===== config.mk =====
export PLATFORM = sky130hd
export DESIGN_NAME = hiccup_guard
export DESIGN_NICKNAME = d
export VERILOG_FILES = /design/src/rtl/hiccup_guard.sv
export SDC_FILE = /design/constraint.sdc
export NUM_CORES = 1
export LEC_CHECK = 0
export BUFFER_PORTS_ARGS = -buffer_cell sky130_fd_sc_hd__buf_2
export CAP_MARGIN = 20
export CORE_ASPECT_RATIO = 0.75
export CORE_MARGIN = 1
export CORE_UTILIZATION = 31
export DETAILED_ROUTE_END_ITERATION = 6
export HOLD_SLACK_MARGIN = 0.02
export PLACE_DENSITY = 0.51
export SYNTH_ARGS = -nofsm -noshare
export SYNTH_HDL_FRONTEND = slang
export SYNTH_SLANG_ARGS = --single-unit

===== constraint.sdc =====
create_clock -name clk -period 2.2 [get_ports clk]
set_clock_uncertainty 0.15 [all_clocks]
set_input_delay 0 -clock clk [delete_from_list [all_inputs] [get_ports clk]]
set_output_delay 0 -clock clk [all_outputs]
set_load 0.005 [all_outputs]

===== src/rtl/hiccup_guard.sv =====
module hiccup_guard #(
  parameter int FAULT_LIMIT = 64,
  parameter int CLEAN_RUN   = 8,
  parameter int OFF_CYCLES  = 32768
) (
  input  logic clk,
  input  logic rst,
  input  logic cyc_tick,
  input  logic ilim_hit,
  input  logic ss_done,
  output logic sw_en,
  output logic ss_pull,
  output logic hiccup
);
  localparam int FW = $clog2(FAULT_LIMIT);
  localparam int CW = $clog2(CLEAN_RUN);
  localparam int OW = $clog2(OFF_CYCLES);

  logic [FW-1:0] fault_cnt;
  logic [CW-1:0] clean_cnt;
  logic [OW-1:0] off_cnt;
  logic          ss_ok;
  logic          off_q;

  wire armed      = ss_ok & ~off_q;
  wire count_tick = cyc_tick & armed;
  wire bad_tick   = count_tick & ilim_hit;
  wire good_tick  = count_tick & ~ilim_hit;
  wire trip       = bad_tick & (fault_cnt == FW'(FAULT_LIMIT - 1));
  wire clean_full = good_tick & (clean_cnt == CW'(CLEAN_RUN - 1));
  wire off_done   = off_q & cyc_tick & (off_cnt == OW'(OFF_CYCLES - 1));

  always_ff @(posedge clk) begin
    if (rst) begin
      ss_ok     <= 1'b0;
      off_q     <= 1'b0;
      fault_cnt <= '0;
      clean_cnt <= '0;
      off_cnt   <= '0;
    end else begin
      ss_ok <= ss_done & ~off_q & ~trip;

      if (!armed || trip || clean_full)
        fault_cnt <= '0;
      else if (bad_tick)
        fault_cnt <= fault_cnt + FW'(1);

      if (!armed || clean_full || bad_tick)
        clean_cnt <= '0;
      else if (good_tick)
        clean_cnt <= clean_cnt + CW'(1);

      if (trip)
        off_q <= 1'b1;
      else if (off_done)
        off_q <= 1'b0;

      if (!off_q || off_done)
        off_cnt <= '0;
      else if (cyc_tick)
        off_cnt <= off_cnt + OW'(1);
    end
  end

  assign hiccup  = off_q;
  assign ss_pull = off_q;
  assign sw_en   = ~off_q;
endmodule


==> impl_summary.md, run 1 <==
Outcome
The flow ran to the end, and the final reports show no timing, DRC or antenna violations.

Synth
Among all flip-flop cells after synthesis, the most frequent one is sky130_fd_sc_hd__dfxtp_1. After synthesis, the cell types taking the most area are sky130_fd_sc_hd__dfxtp_1 (43%), sky130_fd_sc_hd__nor2_1 (7.7%), sky130_fd_sc_hd__xnor2_1 (7.2%). After synthesis, the mean cell area works out to 9.403 µm². The area share of the largest cell type after synthesis is 0.4258. For this run, the number of Yosys warnings is 0. The async set or reset register ratio after synthesis is 0. The synthesized area is 0.001222 mm². In the synthesized netlist, the number of instances is 130. The number of library cell types mapped by synthesis is 32. The dominant cell by count in the synthesized netlist is sky130_fd_sc_hd__dfxtp_1. Counting flops and latches in the post-synthesis netlist gives 26.

The number of nets in the synthesized netlist is 139. sky130_fd_sc_hd__dfxtp_1 takes more of the synthesized area than any other cell. The share of the Yosys chip area taken by registers is 0.4258. In the synthesized netlist, the cells that appear most often are sky130_fd_sc_hd__dfxtp_1 (26), sky130_fd_sc_hd__nor2_1 (25), sky130_fd_sc_hd__xnor2_1 (10), sky130_fd_sc_hd__nand2_1 (8), sky130_fd_sc_hd__xor2_1 (7). The number of flops mapped to enable cells by yosys is 0.

STA
Setup repair after global routing left no endpoint under its margin. Based on the critical path, the design can be clocked at up to 483.3 MHz. In the final timing run, aggregate negative setup slack is 0 ns. The final critical-path share of the clock period is 0.9406. The clock period minus final worst setup slack is 2.069 ns.

The number of max-slew violations in the final report is 0. The number of hold-slack violations in the final timing report came to 0. The count of endpoints failing setup in the final report is 0.

After layout, the worst setup slack is 0.1307 ns. For the pin with the worst max-slew slack, the measured transition is 0.3440 ns. Headroom to the max-slew limit came out at 0.7685.

Drt
The post-detailed-routing wire length is 2.100 mm. The first routing iteration left 31 violations. The number of vias in the routed layout is 893. After detailed routing, the number of vias per cell comes to 4.627.

The final antenna-violating net count is 0. The iteration count of the initial detailed-routing pass is 4. Dividing the detail-routed wire length by the instance count gives 10.88 µm. The number of DRC violations after detailed routing is 0.

Layout
After routing the design area is 0.001370 mm². For this run, the post-layout net count is 152. The relative area change from synthesis to final layout is 12.08%. The number of antenna diodes is 0. The fraction of layout instances using a drive strength above 1 is 0.1206. The sequential cells in the finished layout cover a total of 520.5 µm². After filler insertion, the fill cell instance count of the layout stands at 401.

The multi-input gate area in the final layout is 645.6 µm².

Worst setup path
The worst stage delay on the critical path is 0.57 ns. The reg-to-reg critical path startpoint is hiccup. The category of cells accounting for the largest share of critical-path delay is simple AND/OR/NAND/NOR gates. The endpoint of the most critical register-to-register path is ss_ok. The combined buffer and inverter count along the critical path is 1. The slack of the worst reg-to-reg path is 0.13 ns. The worst setup path is captured at a flip-flop. The worst setup path is launched from a flip-flop.

By startpoint and endpoint, the worst setup path is classified as reg2reg. The largest driver fanout on the critical path is 8. The data required time of the critical path is 2.21 ns. The number of cells on the worst reg-to-reg path is 5. Counting buffers and inverters, the worst setup path is 5 cells deep. The end point of the critical path is ss_ok.

The slowest stage of the critical path is the sky130_fd_sc_hd__dlygate4sd3_1 cell. The critical path launch point is hiccup. For the worst setup path, the data arrival time is 2.08 ns. Traced cell by cell, the critical path runs through and4b_1, nand4_4, nor2_1, nor4b_1, dlygate4sd3_1.

Floorplan
The y dimension of the die is 56.39 µm. 8 I/O pins were placed. The core region is 0.003709 mm².

The starting density of the core is 0.3296. The total die area is 0.004201 mm². After floorplanning, the core was divided into 19 placement rows. The horizontal extent of the die is 74.51 µm.

Place
Once detailed placement completed, the half-perimeter wirelength came to 1.559 mm. In this run the tool buffered the top-level ports with 7 buffer cells. After detailed placement, the total cell area comes to 0.001289 mm². Prior to clock tree synthesis, the placed netlist has a worst setup slack of 0.4616 ns. The placer's final routability congestion estimate is 0.8018.

GRT
The initial antenna violation count is 0. The total congestion overflow after global routing is 0. The first global-routing pass estimated 3.726 mm of wire. The maximum number of pins on one net before global-route repair is 16.

In the global route stage, overall resource usage came out at 0.1152. The number of global-route vias before repair is 807.

Flow run
The max-cap violation count is 0.

CTS
The CTS tree is done. The clock reaches the later pin of the worst-skew pair after 0.26 ns. The count of clock tree sinks is 26. The tree is rooted in a sky130_fd_sc_hd__clkbuf_8. The number of buffers added for setup after CTS is 0. The number of buffers added by the clock tree synthesis step is 3.

The maximum level of the CTS H-tree is 1. The maximum root-to-sink buffer count is 2. After clock tree synthesis, the clock-pin slew on the worst setup and hold paths is 0.09 ns.

Power
For this design the ratio of total power to cell area is 553.0 mW/mm². The internal power contribution is 0.0006061 W. Of the total power, combinational logic draws 0.032. For this design the static power due to leakage is 0.4725 nW. The worst ir drop on vdd is 0.4065 mV. The clock share of power is 0.345. Of the total power, registers draw 0.623.

Of the total power, the share spent switching nets is 0.2000. The post-route total power is 0.0007577 W. The reported net switching power is 0.0001516 W.

Min path
The path class of the tightest hold or removal check is in2reg.
[state kept, by name, indices dropped and copies added (netlist names)]
register	flops
ss_ok	1
clean_cnt	3
hiccup	1
fault_cnt	6
off_cnt	15
[what timing repair did]
action                                 CTS  global route
endpoints found under the hold margin    7             0
hold buffers                             4             0
resized for setup                        0             0
[power groups by stage]
stage	registers, W	logic [W]	clock network, W
2_1_floorplan	0.000483	0.0000130	0
5_1_grt	0.000473	0.0000268	0.000289
3_5_place_dp	0.000483	0.0000186	0
4_1_cts	0.000472	0.0000240	0.000274
3_3_place_gp	0.000483	0.0000183	0
6_report	0.000472	0.0000241	0.000261
[tightest hold or removal path, cell delays in order]
cell,delay [ns]
sky130_fd_sc_hd__dlygate4sd3_1,0.52
sky130_fd_sc_hd__buf_2,0.13
sky130_fd_sc_hd__o31ai_1,0.07
[cell type report]
class	instances	area share
repair buffers	12	0.06027
well taps	52	0.04749
flip-flops and latches	26	0.3799
multi-input cells	96	0.4712
clock buffers	3	0.03014
inverters	4	0.01096
[cells by family after synthesis]
logic type,after synthesis,synth area share
compound gates,12,0.06858
xor+xnor,17,0.1218
fa+ha+maj,4,0.04094
buf+inv,8,0.04606
flops,26,0.4258
mux,2,0.01638
simple gates,61,0.2805
[layer usage]
layer  vias up  GRT usage  wire length [µm]
li1        475          -                 -
met1       414     0.1752              1186
met2         2     0.1596               872
met3         2    0.04309                35
met4         0   0.008086                 6
met5         -          0                 0
[placed cells by master (no fill, tap or decap), drive strengths merged, types with 3 or more instances in the layout]
cell / synthesis / routed
a21oi: 5 / 5
nand4: 7 / 7
nand2: 8 / 8
nor3: 5 / 5
dfxtp: 26 / 26
nor3b: 3 / 3
nand3: 3 / 3
inv: 4 / 4
nor2: 25 / 25
xnor2: 10 / 10
xor2: 7 / 7
nor4: 4 / 4
dlygate4sd3: 0 / 4
ha: 4 / 4
clkbuf: 0 / 3
buf: 4 / 8
[through the flow]
step / std cells / util / hold slack [ns]
final: 193 / 0.3694 / 0.3497
after global routing: 193 / 0.3694 / 0.3604
after global placement: 186 / 0.3475 / 0.07814
after CTS: 193 / 0.3694 / 0.3474
after detailed placement: 186 / 0.3475 / 0.07666
after floorplan: 130 / - / -0.07067
[worst min-delay path by stage]
stage,from,endpoint,slack [ns],cells past startpoint
floorplan,rst,ss_ok,-0.07,1
global placement,rst,ss_ok,0.08,2
detailed placement,rst,ss_ok,0.08,2
CTS,rst,hiccup,0.35,3
global route,rst,hiccup,0.36,3
finish,rst,hiccup,0.35,3
Power figures use the tool's default switching activity.
==> inputs of run 2 (changes only) <==
Settings changed: PLACE_DENSITY 0.51 to 0.48.
==> run 2 against run 1 <==
  * Die area unchanged
  * Total power barely moved
  * Flip-flop and latch count is the same
  * Routed wire length increased by 0.52%
  * Critical path type is now in2reg
  * Critical endpoint unchanged
  * Largest power group unchanged
==> impl_summary.md, run 2 (same netlist as run 1, synthesis figures left out) <==
Outcome
Result of the run: complete, no violations (unchanged).

Place
The placer's final routability congestion estimate came to 0.7813 (was 0.8018). The estimated wirelength of the detail-placed design is 1.547 mm (was 1.559 mm). The post-placement cell area came to 0.001289 mm² (unchanged). The number of port buffers is 7 (unchanged). The post-placement worst setup slack is 0.4563 ns (was 0.4616 ns).

The number of cells in the design after placement is 186 (unchanged).

STA
The normalized max-slew margin is 0.7535 (was 0.7685). The number of hold-slack violations in the final timing report is 0 (unchanged). The sum of negative setup slack is 0 ns (unchanged). The count of endpoints failing setup in the final report came to 0 (unchanged). The number of max-slew violations in the final report is 0 (unchanged). The highest attainable clock frequency is 479.7 MHz (was 483.3 MHz).

The final critical-path share of the clock period is 0.9476 (was 0.9406). The clock period minus final worst setup slack came to 2.085 ns (was 2.069 ns). The transition time at the pin with the least slew margin is 0.3664 ns (was 0.3440 ns). The minimum setup slack in the final design is 0.1153 ns (was 0.1307 ns). RSZ-0062 raised after global routing: false (unchanged).

GRT
The number of global-route vias before repair is 841 (was 807). The total congestion overflow after global routing is 0 (unchanged). The wire length of the first global-routing pass was 3.760 mm (was 3.726 mm). The initial antenna violation count is 0 (unchanged). The maximum number of pins on one net before global-route repair is 16 (unchanged). The global router's overall resource usage was 0.1153 (was 0.1152).

Floorplan
The boundary pin count came to 8 (unchanged). The y dimension of the die was 56.39 µm (unchanged). The standard cell core area was 0.003709 mm² (unchanged). The starting density of the core was 0.3296 (unchanged).

The horizontal extent of the die is 74.51 µm (unchanged). The total die area is 0.004201 mm² (unchanged). The number of rows created at floorplan came to 19 (unchanged).

CTS
The number of buffers added by the clock tree synthesis step is 3 (unchanged). The count of instances resized after the clock tree is built is 0 (unchanged). The clock slew seen by the registers of the worst setup and hold paths is 0.09 ns (about the same). The maximum level of the CTS H-tree is 1 (unchanged). The maximum root-to-sink buffer count is 2 (unchanged). The CTS tree is done (unchanged). The count of clock tree sinks was 26 (unchanged).

The clock latency of the later-clocked register in the worst-skew pair is 0.26 ns (about the same). The root cell of the clock tree is sky130_fd_sc_hd__clkbuf_8 (unchanged).

Layout
Largest registers: off_cnt x15, fault_cnt x6, clean_cnt x3 (unchanged). The flip-flop count of the largest register, all copies and words added is 15 (unchanged). The net total in the final layout is 152 (unchanged). The leading cell type in the layout, fill and taps excluded was sky130_fd_sc_hd__dfxtp_1 (unchanged).

Commonest non-fill, non-tap cells in the layout: sky130_fd_sc_hd__dfxtp_1 (26), sky130_fd_sc_hd__nor2_1 (25), sky130_fd_sc_hd__xnor2_1 (10) (unchanged). The area used by sequential logic in the layout came to 520.5 µm² (unchanged). The number of fill cells in the layout is 397 (was 401). The multi-input gate area in the final layout was 645.6 µm² (unchanged).

The relative area change from synthesis to final layout is 12.08% (unchanged). The post-layout instance area was 0.001370 mm² (unchanged). The fraction of layout instances using a drive strength above 1 was 0.1206 (unchanged). The number of antenna diodes is 0 (unchanged). The final non-filler cell total was 193 (unchanged).

The top register by number of flip-flops is off_cnt (unchanged).

Worst setup path
The largest driver fanout on the critical path is 9 (was 8). The start-to-end type of the worst setup path was in2reg (was reg2reg). The number of cells on the worst reg-to-reg path is 5 (unchanged). The category of cells accounting for the largest share of critical-path delay is buffers and inverters (was simple AND/OR/NAND/NOR gates). The critical path startpoint category is a primary input (was flip-flop). The combined buffer and inverter count along the critical path is 3 (was 1).

The total stage count of the critical path was 7 (was 5). The data arrival at the endpoint of the critical path is 2.09 ns (was 2.08 ns). List of cells traversed by the critical path: dlygate4sd3_1, buf_2, and4b_1, nand4_4, nor2_1, nor4b_1, dlygate4sd3_1 (was and4b_1, nand4_4, nor2_1, nor4b_1, dlygate4sd3_1). The critical path launch point is cyc_tick (was hiccup).

The endpoint of the most critical register-to-register path is ss_ok (unchanged). The type of element capturing the critical path is a flip-flop (unchanged). The cell that appears most often on the critical path is sky130_fd_sc_hd__dlygate4sd3_1. The reg-to-reg critical path startpoint is hiccup (unchanged). The cell type of the slowest stage on the worst timing path is sky130_fd_sc_hd__dlygate4sd3_1 (unchanged).

The data required time of the critical path was 2.21 ns (about the same). The end point of the critical path is ss_ok (unchanged). The worst stage delay on the critical path is 0.56 ns (was 0.57 ns). The slack of the worst reg-to-reg path came to 0.13 ns (about the same).

Drt
The via density per instance is 4.544 (was 4.627). The per-cell routed wire length is 10.94 µm (was 10.88 µm). The number of DRC violations after detailed routing is 0 (unchanged). The number of DRC violations after detailed-routing iteration 0 is 25 (was 31). The post-detailed-routing wire length is 2.111 mm (was 2.100 mm).

The final antenna-violating net count is 0 (unchanged). The iteration count of the initial detailed-routing pass is 4 (unchanged). The number of vias in the routed layout is 877 (was 893).

Power
The post-route total power was 0.0007580 W (was 0.0007577 W). The static power due to leakage is 0.4725 nW (unchanged). The power density normalized to cell area is 553.3 mW/mm² (was 553.0 mW/mm²).

The worst ir drop on vdd is 0.4293 mV (was 0.4065 mV).

Min path
The path type of the worst min-delay path is reg2reg (was in2reg).

Flow run
The max-cap violation count is 0 (unchanged).
==> run 2: cell counts in the layout (fill, tap and decap cells not counted) <==
Identical to the previous run, type by type.
==> run 2: repair_timing <==
item                      in CTS  in global routing
hold buffers                   4                  0
hold endpoints to repair       7                  0
buffers inserted               0                  0
==> run 2: worst min-delay path: stages (launching register included) <==
cell,delay (ns)
sky130_fd_sc_hd__dfxtp_1,0.32
sky130_fd_sc_hd__o21ai_0,0.07
sky130_fd_sc_hd__a21oi_1,0.06
==> run 2: cell type report <==
class                      count  share of cell area
multi-input combinational     96              0.4712
sequential                    26              0.3799
timing repair buffer          12             0.06027
tap                           52             0.04749
clock buffer                   3             0.03014
inverter                       4             0.01096
==> run 2: how the worst min path moves through the flow <==
| stage | from | to | slack [ns] | depth (start not counted) |
|---|---|---|---|---|
| after floorplan | rst | ss_ok | -0.07 | 1 |
| after global placement | rst | ss_ok | 0.07 | 2 |
| after detailed placement | rst | ss_ok | 0.07 | 2 |
| after CTS | rst | hiccup | 0.34 | 3 |
| after global routing | rst | hiccup | 0.36 | 3 |
| final | fault_cnt[5] | fault_cnt[5] | 0.34 | 2 |
==> run 2: stage by stage <==
step	utilization	hold slack (ns)
3_5_place_dp	0.3475	0.07227
6_report	0.3694	0.3393
4_1_cts	0.3694	0.3351
2_1_floorplan	-	-0.07067
3_3_place_gp	0.3475	0.07256
5_1_grt	0.3694	0.3552
==> run 2: metal layers <==
metal | vias up | routed length [µm] | part of all wire | global-route usage
li1 | 476 | - | - | -
met1 | 396 | 1149 | 0.54 | 0.1628
met2 | 3 | 914 | 0.43 | 0.1699
met3 | 2 | 31 | 0.015 | 0.04309
met4 | 0 | 17 | 0.0081 | 0.01617
met5 | - | 0 | 0 | 0
==> run 2: where the power goes <==
part,internal [W],leakage (nW),switching [W],total [W]
logic,0.0000124,0.241,0.0000119,0.0000243
clock network,0.000122,0.0216,0.000139,0.000262
registers,0.000471,0.210,0.000000939,0.000472
total,0.000606,0.472,0.000152,0.000758
==> inputs of run 3 (changes only) <==
Settings changed: CORE_UTILIZATION 31 to 35, PLACE_DENSITY 0.48 to 0.53.
==> run 3 against run 2 <==
  * First-iteration DRC count down 12%
  * Critical path depth unchanged
  * Worst setup slack better by 0.015 ns
  * Critical path type unchanged
  * Critical endpoint unchanged
  * Largest cell class unchanged
==> impl_summary.md, run 3 (same netlist as run 1, synthesis figures left out) <==
Drt
The post-detailed-routing wire length is 2.137 mm (was 2.111 mm). The final antenna-violating net count is 0 (unchanged). The number of vias in the routed layout is 896 (was 877). The per-cell routed wire length is 11.74 µm (was 10.94 µm).

The number of DRC violations after detailed-routing iteration 0 was 22 (was 25). The via density per instance was 4.923 (was 4.544). The number of DRC violations after detailed routing was 0 (unchanged). The iteration count of the initial detailed-routing pass is 4 (unchanged).

Place
The placer's final routability congestion estimate came to 0.7637 (was 0.7813). The post-placement worst setup slack is 0.4539 ns (was 0.4563 ns). The number of port buffers is 7 (unchanged). The estimated wirelength of the detail-placed design is 1.529 mm (was 1.547 mm).

CTS
The clock slew seen by the registers of the worst setup and hold paths is 0.09 ns (about the same). The root cell of the clock tree is sky130_fd_sc_hd__clkbuf_8 (unchanged). The count of clock tree sinks came to 26 (unchanged). The maximum root-to-sink buffer count was 2 (unchanged). The number of buffers added by the clock tree synthesis step is 3 (unchanged). The CTS tree was done (unchanged). The maximum level of the CTS H-tree is 1 (unchanged).

The clock latency of the later-clocked register in the worst-skew pair is 0.27 ns (was 0.26 ns).

Power
The relative contribution of combinational cells to total power came to 0.030 (was 0.032). The internal power contribution is 0.0006437 W (was 0.0006061 W). The power density normalized to cell area is 584.9 mW/mm² (was 553.3 mW/mm²). The reported net switching power is 0.0001577 W (was 0.0001519 W). The share of total power in sequential cells is 0.589 (was 0.623). The proportion of total power due to net switching came to 0.1968 (was 0.2004). The static power due to leakage is 0.4802 nW (was 0.4725 nW).

The worst ir drop on vdd is 0.2843 mV (was 0.4293 mV). The clock share of power was 0.380 (was 0.345).

STA
The sum of negative setup slack was 0 ns (unchanged). The count of endpoints failing setup in the final report was 0 (unchanged). The clock period minus final worst setup slack is 2.070 ns (was 2.085 ns).

RSZ-0062 raised after global routing: false (unchanged). The number of hold-slack violations in the final timing report is 0 (unchanged). The final critical-path share of the clock period is 0.9410 (was 0.9476).

The minimum setup slack in the final design is 0.1298 ns (was 0.1153 ns). The transition time at the pin with the least slew margin is 0.4116 ns (was 0.3664 ns). The normalized max-slew margin is 0.7231 (was 0.7535). The number of max-slew violations in the final report was 0 (unchanged). The highest attainable clock frequency came to 483.0 MHz (was 479.7 MHz).

Worst setup path
The largest driver fanout on the critical path was 9 (unchanged). The type of element capturing the critical path is a flip-flop (unchanged). The data arrival at the endpoint of the critical path is 2.08 ns (was 2.09 ns). The slack of the worst reg-to-reg path was 0.18 ns (was 0.13 ns).

The start-to-end type of the worst setup path is in2reg (unchanged). The critical path startpoint category is a primary input (unchanged). The data required time of the critical path is 2.21 ns (about the same).

Layout
The number of antenna diodes is 0 (unchanged). The flip-flop count of the largest register, all copies and words added is 15 (unchanged). The top register by number of flip-flops is off_cnt (unchanged). The fraction of layout instances using a drive strength above 1 is 0.1338 (was 0.1206). Largest registers: off_cnt x15, fault_cnt x6, clean_cnt x3 (unchanged). The relative area change from synthesis to final layout is 12.08% (unchanged). Commonest non-fill, non-tap cells in the layout: sky130_fd_sc_hd__nor2_1 (25), sky130_fd_sc_hd__dfxtp_1 (25), sky130_fd_sc_hd__xnor2_1 (10) (was sky130_fd_sc_hd__dfxtp_1 (26), sky130_fd_sc_hd__nor2_1 (25), sky130_fd_sc_hd__xnor2_1 (10)).

The net total in the final layout was 152 (unchanged).

Floorplan
The total die area came to 0.003735 mm² (was 0.004201 mm²). The number of rows created at floorplan is 18 (was 19). The standard cell core area came to 0.003311 mm² (was 0.003709 mm²).

The y dimension of the die is 53.18 µm (was 56.39 µm). The boundary pin count is 8 (unchanged). The starting density of the core is 0.3692 (was 0.3296). The horizontal extent of the die is 70.24 µm (was 74.51 µm).

Min path
The path type of the worst min-delay path was in2reg (was reg2reg).

GRT
The number of global-route vias before repair is 750 (was 841). The maximum number of pins on one net before global-route repair came to 16 (unchanged). The global router's overall resource usage is 0.1199 (was 0.1153).

The total congestion overflow after global routing is 0 (unchanged). The initial antenna violation count is 0 (unchanged). The wire length of the first global-routing pass was 3.422 mm (was 3.760 mm).

Outcome
Result of the run: complete, no violations (unchanged).

Flow run
The max-cap violation count is 0 (unchanged).
-- run 3: changes by cell type in the layout (fill, tap and decap cells not counted), sizes merged --
cell    delta
clkbuf     +1
-- run 3: final timing paths --
path              cells past startpoint            to         start
setup / recovery                      7         ss_ok      cyc_tick
hold / removal                        3        hiccup           rst
setup reg to reg                      5         ss_ok        hiccup
hold reg to reg                       2  clean_cnt[1]  clean_cnt[1]
-- run 3: final cells by class --
cell class,instances,area [µm²]
inverters,4,15.01
repair buffers,12,82.58
clock buffers,4,55.05
fillers,330,1941
multi-input cells,96,645.6
flip-flops and latches,26,521.8
well taps,40,50.05
-- run 3: metrics by stage --
step,hold slack (ns),instances,utilization,total power (W),instance area [µm²]
3_3_place_gp,0.08254,174,0.3847,0.0005018,1274
3_5_place_dp,0.1004,174,0.3847,0.0005023,1274
4_1_cts,0.3523,182,0.4135,0.0008153,1369
2_1_floorplan,-0.07067,130,-,0.0004961,1222
5_1_grt,0.3845,182,0.4138,0.0008322,1370
6_report,0.3554,182,0.4138,0.0008014,1370
-- run 3: routing by layer --
layer	track usage	vias up	share of wire
met5	0	-	0
met4	0.02000	0	0
met3	0.04571	0	0.036
met2	0.1825	10	0.43
met1	0.1624	411	0.54
li1	-	475	-
-- run 3: critical path, stage by stage --
cell and delay (ns):
sky130_fd_sc_hd__dlygate4sd3_1 0.52, sky130_fd_sc_hd__buf_2 0.20, sky130_fd_sc_hd__and4b_1 0.43, sky130_fd_sc_hd__nand4_4 0.17, sky130_fd_sc_hd__nor2_1 0.14, sky130_fd_sc_hd__nor4b_1 0.06, sky130_fd_sc_hd__dlygate4sd3_1 0.56
-- run 3: power by group through the flow --
stage / registers, W / clock network (W) / logic (W)
2_1_floorplan: 0.000483 / 0 / 0.0000130
3_3_place_gp: 0.000483 / 0 / 0.0000185
3_5_place_dp: 0.000483 / 0 / 0.0000190
4_1_cts: 0.000472 / 0.000319 / 0.0000243
5_1_grt: 0.000472 / 0.000333 / 0.0000265
6_report: 0.000472 / 0.000305 / 0.0000244
-- run 3: repair_timing --
action,4_1_cts,5_1_grt
gates resized for setup,0,1
hold endpoints to repair,8,0
endpoints found under the setup margin,0,1
setup buffers,0,0
hold buffers,4,0
